File: src/rtl/iau_pkg.sv
package iau_pkg;

    typedef enum logic [3:0] {
        OPC_NOP   = 4'd0,
        OPC_REG   = 4'd1,
        OPC_DIR   = 4'd2,
        OPC_IND   = 4'd3,
        OPC_PUSH  = 4'd4,
        OPC_POP   = 4'd5,
        OPC_PUSH2 = 4'd6,
        OPC_POP2  = 4'd7,
        OPC_BSET  = 4'd8,
        OPC_BCLR  = 4'd9,
        OPC_BCPL  = 4'd10,
        OPC_BTCLR = 4'd11
    } iau_op_e;

    typedef enum logic [1:0] {
        ST_IDLE,
        ST_MODIFY,
        ST_PUSH_HI,
        ST_POP_LO
    } iau_state_e;

    // Order matches op_code[1:0] of the bit operations.
    typedef enum logic [1:0] {
        BK_SET  = 2'd0,
        BK_CLR  = 2'd1,
        BK_CPL  = 2'd2,
        BK_TCLR = 2'd3
    } bit_kind_e;

endpackage

File: src/rtl/iau_bit_decode.sv
module iau_bit_decode #(
    parameter int AW = 8,
    parameter logic [AW-1:0] BIT_AREA_BASE = 'h20
) (
    input  logic [AW-1:0]         bit_addr,
    output logic [AW-1:0]         byte_addr,
    output logic                  in_sfr,
    output logic [$clog2(AW)-1:0] bit_sel
);
    localparam int IW = $clog2(AW);
    localparam int RW = AW - 1 - IW;

    logic [AW-1:0] ram_byte;
    logic [AW-1:0] sfr_byte;

    // Lower half: byte offset into the bit-addressable RAM window.
    assign ram_byte  = BIT_AREA_BASE + {{(IW + 1){1'b0}}, bit_addr[AW-2:IW]};
    // Upper half: only registers on an 8-byte boundary are bit addressable.
    assign sfr_byte  = {bit_addr[AW-1:IW], {IW{1'b0}}};
    assign in_sfr    = bit_addr[AW-1];
    assign byte_addr = in_sfr ? sfr_byte : ram_byte;
    assign bit_sel   = bit_addr[IW-1:0];

    initial begin
        if (RW < 1) $error("iau_bit_decode: address width too small");
    end
endmodule

File: src/rtl/iau_bit_modify.sv
module iau_bit_modify
    import iau_pkg::*;
#(
    parameter int DW = 8
) (
    input  logic [DW-1:0]         old_byte,
    input  logic [$clog2(DW)-1:0] sel,
    input  bit_kind_e             kind,
    output logic [DW-1:0]         new_byte,
    output logic                  old_bit,
    output logic                  need_write
);
    always_comb begin
        new_byte = old_byte;
        old_bit  = old_byte[sel];
        unique case (kind)
            BK_SET:          new_byte[sel] = 1'b1;
            BK_CLR, BK_TCLR: new_byte[sel] = 1'b0;
            BK_CPL:          new_byte[sel] = ~old_byte[sel];
        endcase
        // Test-and-clear only writes back when the bit was set.
        need_write = (kind != BK_TCLR) || old_bit;
    end
endmodule

File: src/rtl/iau_stack_ptr.sv
module iau_stack_ptr #(
    parameter int AW = 8,
    parameter logic [AW-1:0] RESET_SP = 'h07
) (
    input  logic          clk,
    input  logic          rst_n,
    input  logic          inc,
    input  logic          dec,
    output logic [AW-1:0] sp,
    output logic [AW-1:0] sp_up
);
    assign sp_up = sp + AW'(1);

    always_ff @(posedge clk) begin
        if (!rst_n)   sp <= RESET_SP;
        else if (inc) sp <= sp_up;
        else if (dec) sp <= sp - AW'(1);
    end

    a_r5_push_step: assert property (@(posedge clk) disable iff (!rst_n)
        inc |=> sp == $past(sp) + AW'(1));

    a_r6_pop_step: assert property (@(posedge clk) disable iff (!rst_n)
        (dec && !inc) |=> sp == $past(sp) - AW'(1));

    a_r7_reset_sp: assert property (@(posedge clk) disable iff (!rst_n)
        $rose(rst_n) |-> sp == RESET_SP);

    a_r7_hold: assert property (@(posedge clk) disable iff (!rst_n)
        (!inc && !dec) |=> $stable(sp));
endmodule

File: src/rtl/iram_addr_unit.sv
module iram_addr_unit
    import iau_pkg::*;
#(
    parameter int AW = 8,
    parameter int RIDX_W = 3,
    parameter int BANK_W = 2,
    parameter logic [AW-1:0] BIT_AREA_BASE = 'h20,
    parameter logic [AW-1:0] RESET_SP = 'h07
) (
    input  logic              clk,
    input  logic              rst_n,
    input  logic              op_valid,
    input  logic [3:0]        op_code,
    input  logic              op_wr,
    input  logic [RIDX_W-1:0] reg_idx,
    input  logic [AW-1:0]     opnd,
    input  logic [BANK_W-1:0] bank_sel,
    input  logic [AW-1:0]     wr_byte,
    input  logic [2*AW-1:0]   ret_addr,
    input  logic [AW-1:0]     rd_data,
    output logic [AW-1:0]     mem_addr,
    output logic              mem_sfr,
    output logic              mem_rd,
    output logic              mem_wr,
    output logic [AW-1:0]     mem_wdata,
    output logic [$clog2(AW)-1:0] bit_idx,
    output logic              bit_result,
    output logic              bit_result_vld,
    output logic              busy,
    output logic [AW-1:0]     sp_out
);
    localparam int IW  = $clog2(AW);
    localparam int RFW = RIDX_W + BANK_W;

    iau_op_e    op;
    iau_state_e state_q, state_d;
    logic       is_bit_op;
    bit_kind_e  new_kind;

    logic [AW-1:0] sp, sp_up;
    logic          sp_inc, sp_dec;
    logic [AW-1:0] dec_addr;
    logic          dec_sfr;
    logic [IW-1:0] dec_idx;
    logic [AW-1:0] mod_byte;
    logic          mod_old, mod_wr;

    logic [AW-1:0] lat_addr;
    logic          lat_sfr;
    logic [IW-1:0] lat_idx;
    bit_kind_e     lat_kind;
    logic [AW-1:0] hi_q;

    assign op        = iau_op_e'(op_code);
    assign is_bit_op = (op_code[3:2] == 2'b10);
    assign new_kind  = bit_kind_e'(op_code[1:0]);
    assign sp_out    = sp;

    iau_stack_ptr #(.AW(AW), .RESET_SP(RESET_SP)) stack_i (
        .clk(clk), .rst_n(rst_n), .inc(sp_inc), .dec(sp_dec),
        .sp(sp), .sp_up(sp_up)
    );

    iau_bit_decode #(.AW(AW), .BIT_AREA_BASE(BIT_AREA_BASE)) bdec_i (
        .bit_addr(opnd), .byte_addr(dec_addr), .in_sfr(dec_sfr), .bit_sel(dec_idx)
    );

    iau_bit_modify #(.DW(AW)) bmod_i (
        .old_byte(rd_data), .sel(lat_idx), .kind(lat_kind),
        .new_byte(mod_byte), .old_bit(mod_old), .need_write(mod_wr)
    );

    // State register
    always_ff @(posedge clk) begin
        if (!rst_n) state_q <= ST_IDLE;
        else        state_q <= state_d;
    end

    // Operation latches for the second cycle
    always_ff @(posedge clk) begin
        if (!rst_n) begin
            lat_addr <= '0;
            lat_sfr  <= 1'b0;
            lat_idx  <= '0;
            lat_kind <= BK_SET;
            hi_q     <= '0;
        end else if (state_q == ST_IDLE && op_valid) begin
            if (is_bit_op) begin
                lat_addr <= dec_addr;
                lat_sfr  <= dec_sfr;
                lat_idx  <= dec_idx;
                lat_kind <= new_kind;
            end
            if (op == OPC_PUSH2) hi_q <= ret_addr[2*AW-1:AW];
        end
    end

    // Next state and outputs
    always_comb begin
        state_d        = state_q;
        mem_addr       = '0;
        mem_sfr        = 1'b0;
        mem_rd         = 1'b0;
        mem_wr         = 1'b0;
        mem_wdata      = '0;
        bit_idx        = '0;
        bit_result     = 1'b0;
        bit_result_vld = 1'b0;
        busy           = 1'b0;
        sp_inc         = 1'b0;
        sp_dec         = 1'b0;
        unique case (state_q)
            ST_IDLE: begin
                if (op_valid) begin
                    case (op)
                        OPC_REG: begin
                            mem_addr  = {{(AW-RFW){1'b0}}, bank_sel, reg_idx};
                            mem_rd    = !op_wr;
                            mem_wr    = op_wr;
                            mem_wdata = wr_byte;
                        end
                        OPC_DIR: begin
                            mem_addr  = opnd;
                            mem_sfr   = opnd[AW-1];
                            mem_rd    = !op_wr;
                            mem_wr    = op_wr;
                            mem_wdata = wr_byte;
                        end
                        OPC_IND: begin
                            mem_addr  = opnd;
                            mem_rd    = !op_wr;
                            mem_wr    = op_wr;
                            mem_wdata = wr_byte;
                        end
                        OPC_PUSH: begin
                            mem_addr  = sp_up;
                            mem_wr    = 1'b1;
                            mem_wdata = wr_byte;
                            sp_inc    = 1'b1;
                        end
                        OPC_POP: begin
                            mem_addr = sp;
                            mem_rd   = 1'b1;
                            sp_dec   = 1'b1;
                        end
                        OPC_PUSH2: begin
                            mem_addr  = sp_up;
                            mem_wr    = 1'b1;
                            mem_wdata = ret_addr[AW-1:0];
                            sp_inc    = 1'b1;
                            state_d   = ST_PUSH_HI;
                        end
                        OPC_POP2: begin
                            mem_addr = sp;
                            mem_rd   = 1'b1;
                            sp_dec   = 1'b1;
                            state_d  = ST_POP_LO;
                        end
                        OPC_BSET, OPC_BCLR, OPC_BCPL, OPC_BTCLR: begin
                            mem_addr = dec_addr;
                            mem_sfr  = dec_sfr;
                            bit_idx  = dec_idx;
                            mem_rd   = 1'b1;
                            state_d  = ST_MODIFY;
                        end
                        default: ;
                    endcase
                end
            end
            ST_MODIFY: begin
                mem_addr       = lat_addr;
                mem_sfr        = lat_sfr;
                bit_idx        = lat_idx;
                mem_wr         = mod_wr;
                mem_wdata      = mod_byte;
                bit_result     = mod_old;
                bit_result_vld = 1'b1;
                busy           = 1'b1;
                state_d        = ST_IDLE;
            end
            ST_PUSH_HI: begin
                mem_addr  = sp_up;
                mem_wr    = 1'b1;
                mem_wdata = hi_q;
                sp_inc    = 1'b1;
                busy      = 1'b1;
                state_d   = ST_IDLE;
            end
            ST_POP_LO: begin
                mem_addr = sp;
                mem_rd   = 1'b1;
                sp_dec   = 1'b1;
                busy     = 1'b1;
                state_d  = ST_IDLE;
            end
        endcase
    end

    // second cycle of a bit operation stays on the byte that was read
    a_r8_rmw_same_byte: assert property (@(posedge clk) disable iff (!rst_n)
        (state_q == ST_IDLE && op_valid && is_bit_op) |=>
            (busy && mem_addr == $past(mem_addr) && mem_sfr == $past(mem_sfr)));

    // write-back differs from the byte read in at most one bit
    a_r8_one_bit_changed: assert property (@(posedge clk) disable iff (!rst_n)
        (state_q == ST_MODIFY && mem_wr) |-> $countones(mem_wdata ^ rd_data) <= 1);

    // test-and-clear writes only a set bit, and writes it cleared
    a_r9_tclr_write: assert property (@(posedge clk) disable iff (!rst_n)
        (state_q == ST_MODIFY && lat_kind == BK_TCLR && mem_wr) |->
            (rd_data[lat_idx] && !mem_wdata[lat_idx]));

    // second byte of a paired push goes one address above the first
    a_r10_pair_push_order: assert property (@(posedge clk) disable iff (!rst_n)
        (state_q == ST_IDLE && op_valid && op == OPC_PUSH2) |=>
            (mem_wr && mem_addr == $past(mem_addr) + AW'(1)));

    // second read of a paired pop goes one address below the first
    a_r10_pair_pop_order: assert property (@(posedge clk) disable iff (!rst_n)
        (state_q == ST_IDLE && op_valid && op == OPC_POP2) |=>
            (mem_rd && mem_addr == $past(mem_addr) - AW'(1)));

    // a busy cycle is always followed by a free one
    a_r11_busy_one_cycle: assert property (@(posedge clk) disable iff (!rst_n)
        busy |=> !busy);

    // no strobe without a request
    a_r12_quiet_idle: assert property (@(posedge clk) disable iff (!rst_n)
        (state_q == ST_IDLE && !op_valid) |-> (!mem_rd && !mem_wr && !busy));

    // indirect access never reaches the special-function space
    a_r3_ind_ram: assert property (@(posedge clk) disable iff (!rst_n)
        (state_q == ST_IDLE && op_valid && op == OPC_IND) |-> !mem_sfr);
endmodule

File: config.mk
export PLATFORM = sky130hd
export DESIGN_NAME = iram_addr_unit
export DESIGN_NICKNAME = d
export VERILOG_FILES = /design/src/rtl/iau_pkg.sv /design/src/rtl/iau_bit_decode.sv /design/src/rtl/iau_bit_modify.sv /design/src/rtl/iau_stack_ptr.sv /design/src/rtl/iram_addr_unit.sv
export SDC_FILE = /design/constraint.sdc
export NUM_CORES = 1
export LEC_CHECK = 0
export BUFFER_PORTS_ARGS = -buffer_cell sky130_fd_sc_hd__buf_2
export CAP_MARGIN = 20
export CORE_UTILIZATION = 30
export CTS_CLUSTER_SIZE = 14
export DETAILED_ROUTE_END_ITERATION = 6
export SETUP_SLACK_MARGIN = 0.4
export SYNTH_ARGS = -nofsm -noshare
export SYNTH_HDL_FRONTEND = slang
export SYNTH_HIERARCHICAL = 1
export SYNTH_SLANG_ARGS = --single-unit
File: constraint.sdc
create_clock -name clk -period 3.9 [get_ports clk]
set_input_delay 0.585 -clock clk [delete_from_list [all_inputs] [get_ports clk]]
set_output_delay 0.585 -clock clk [all_outputs]
set_load 0.02 [all_outputs]
==> impl_metrics.yaml <==
timing:
  fmax_ghz: 0.319
  tightest_slew_ps: 952
  tns_ps: 0
  fin_crit_sh_pct: 80.3
  rsz0062_at_grt: "false"
  setup_viol: 0
  final_max_slew_viol_count: 0
  fin_crit_ps: 3130
  skew_ps: 3.40
  slew_headroom_pct: 36.6
  hold_violations: 0
final_layout:
  final_cell_mix: "buf_2, nand2_1, dfxtp_1"
  nets: 480
  drive_gt1_share_pct: 29.5
  fin_cells: 532
  syn_to_final_growth_pct: 16.4
  final_common_cell: "buf_2"
  diodes: 0
synthesis:
  synth_top_flop_cell: "dfxtp_1"
  yosysSeqAreaShare_pct: 22.6
  synthesis.nets: 422
  ys_ff_latch: 32
  postSynthCellCount: 362
  postSynthAreaPerCell_um2: 7.83
  synth_area_mm2: 0.00283
  yosysWarnings: 6
  synth-async-reset-ratio_pct: 0
  ys_types: 64
  synth_enable_flop_cells: 0
clock_tree:
  clkSlewWorstSetupHoldPaths_ps: 70
  cts_buffers: 5
  clock_latency_ps: 280
  ctsLongestPathBuffers: 2
  post_cts_buffers: 0
  post_cts_resized: 0
  clock-sinks: 32
  cts-root-buf: "clkbuf_8"
  cts_max_level: 2
  holdBufCountCts: 0
  cts_tree: "yes"
power:
  pwr_density_cell_mw_per_mm2: 294
  swShare_pct: 31.2
  clockPowerShare_pct: 36.4
  power_switching_w: 0.000303
  p_seq_share_pct: 36.9
  internal_power_w: 0.000668
  finalPower_w: 0.000971
  p_leak_nw: 1.38
  combinationalPowerShare_pct: 26.7
  peakVddDrop_mv: 0.178
die:
  initial_utilization_pct: 30.8
  dieArea_mm2: 0.00984
  num_rows: 35
  coreArea_mm2: 0.00920
  die_h_um: 99.2
  io_pins: 86
  die_x_um: 99.2
global_routing:
  grt_pass1_vias: 2859
  grt_use_total_pct: 18.8
  antenna_found_initial: 0
  grt_overflow_total: 0
  grt_max_degree: 35
  grt_first_pass_wirelength_mm: 14.7
worst_setup_path:
  crit_path_cell_trace: "inv_1 > ha_1 > nand2_1 > nor4b_4 > nand2_1 > a21oi_1 > buf_2"
  critical_path_class: "register to output pin"
  crit_required_ps: 3310
  path_max_fanout: 14
  arrival_ps: 2550
  regToRegEndpoint: "stack_i/sp[7]"
  worst_r2r_path_depth: 9
  slowest_delay_ps: 590
  r2r_start: "state_q[1]"
  start_kind: "register"
  end_kind: "output pin"
  critPathSlowestCell: "nor4b_4"
  r2r_setup_slack_ps: 1090
  crit_top_cell: "nand2_1"
routing:
  first_pass_iters: 6
  vias: 3008
  routed_wl_mm: 9.12
  routed_via_density: 5.65
  ant_nets: 0
  first_iter_violations: 311
  wl_per_cell_um: 17.1
  drc: 0
worst_hold_path:
  hold_path_class: "register to register"
  min-delay-start: "hi_q[4]"
  hold_end: "hi_q[4]"
  hold_depth: 2
placed_design:
  io_buffers: 85
  dp_cells: 524
  gp_congestion: 0.913
  post-dp-hpwl_mm: 6.74
flow_run:
  cap_violations: 0
status:
  status: "finished clean"
-- metal layers --
metal	track usage, %	share of wire [%]	vias to the layer above
li1	-	-	1428
met1	25.5	46	1383
met2	30.8	44	181
met3	2.74	8.0	16
met4	6.00	1.7	0
met5	0	0	-
-- worst max-delay path, delay by kind of cell, from the launching register on --
family          cells  cell delay (ps)
flops               1              350
compound gates      1              180
fa+ha+maj           1              500
buf+inv             2              330
simple gates        3              890
-- cells by family after synthesis --
| logic type | count (synthesis) | share of synthesized area, % |
|---|---|---|
| fa+ha+maj | 7 | 3.09 |
| compound gates | 101 | 26.7 |
| buf+inv | 46 | 9.54 |
| flops | 32 | 22.6 |
| simple gates | 147 | 27.2 |
| xor+xnor | 11 | 3.40 |
| mux | 18 | 7.42 |
-- power by group through the flow --
stage | registers, W | logic (W) | clock network, W
after floorplan | 0.000359 | 0.000185 | 0
after global placement | 0.000365 | 0.000254 | 0
after detailed placement | 0.000366 | 0.000255 | 0
after CTS | 0.000358 | 0.000257 | 0.000365
after global routing | 0.000361 | 0.000281 | 0.000381
final | 0.000359 | 0.000259 | 0.000354
-- worst max path at each step --
stage | start | to
6_report | state_q[1] | mem_wdata[6]
5_1_grt | state_q[1] | mem_wdata[2]
4_1_cts | state_q[1] | mem_wdata[6]
3_5_place_dp | state_q[1] | mem_wdata[6]
3_3_place_gp | state_q[1] | mem_wdata[6]
2_1_floorplan | stack_i/sp[1] | mem_addr[6]
-- sequential cells by signal (all words and copies together) (netlist names) --
name        count
lat_idx         3
hi_q            8
lat_kind        2
lat_sfr         1
stack_i/sp      8
state_q         2
lat_addr        8
-- cell type report --
| type | instances | area, µm² |
|---|---|---|
| well taps | 111 | 139 |
| inverters | 12 | 45.0 |
| fillers | 1008 | 5900 |
| clock buffers | 7 | 96.3 |
| clock inverters | 1 | 30.0 |
| multi-input cells | 284 | 1920 |
| repair buffers | 85 | 425 |
| flip-flops and latches | 32 | 641 |
-- Yosys cell counts, types with 3 or more instances --
master,instances,share of area [%]
nand2_1,77,10
dfxtp_1,32,23
a21oi_1,25,4.4
a222oi_1,16,5.7
a21boi_0,13,3.4
inv_1,12,1.6
nand3_1,11,1.9
nor2_1,11,1.5
a21boi_1,9,2.4
buf_4,9,2.4
mux2_2,9,3.6
o22ai_1,9,2.0
buf_2,8,1.4
buf_6,7,2.8
ha_1,7,3.1
nand3b_1,7,1.9
xnor2_1,7,2.2
clkbuf_1,6,0.79
mux2i_1,6,2.1
a221oi_1,5,1.5
and2_1,5,1.1
a31oi_1,4,0.88
nor3_1,4,0.71
o21ai_0,4,0.71
xor2_1,4,1.2
a221o_1,3,1.1
a32o_1,3,1.1
and2_2,3,0.79
and2b_2,3,0.93
buf_1,3,0.40
nand4_1,3,0.66
-- stage by stage --
stage	util, %	worst slack (ps)	hold WS (ps)	instance area (µm²)
global placement	34.5	1220	442	3170
CTS	35.9	808	459	3300
finish	35.9	769	461	3300
detailed placement	34.5	1130	448	3170
floorplan	-	1330	434	2830
global route	35.9	568	486	3300
(Power assumes the default switching activity.)
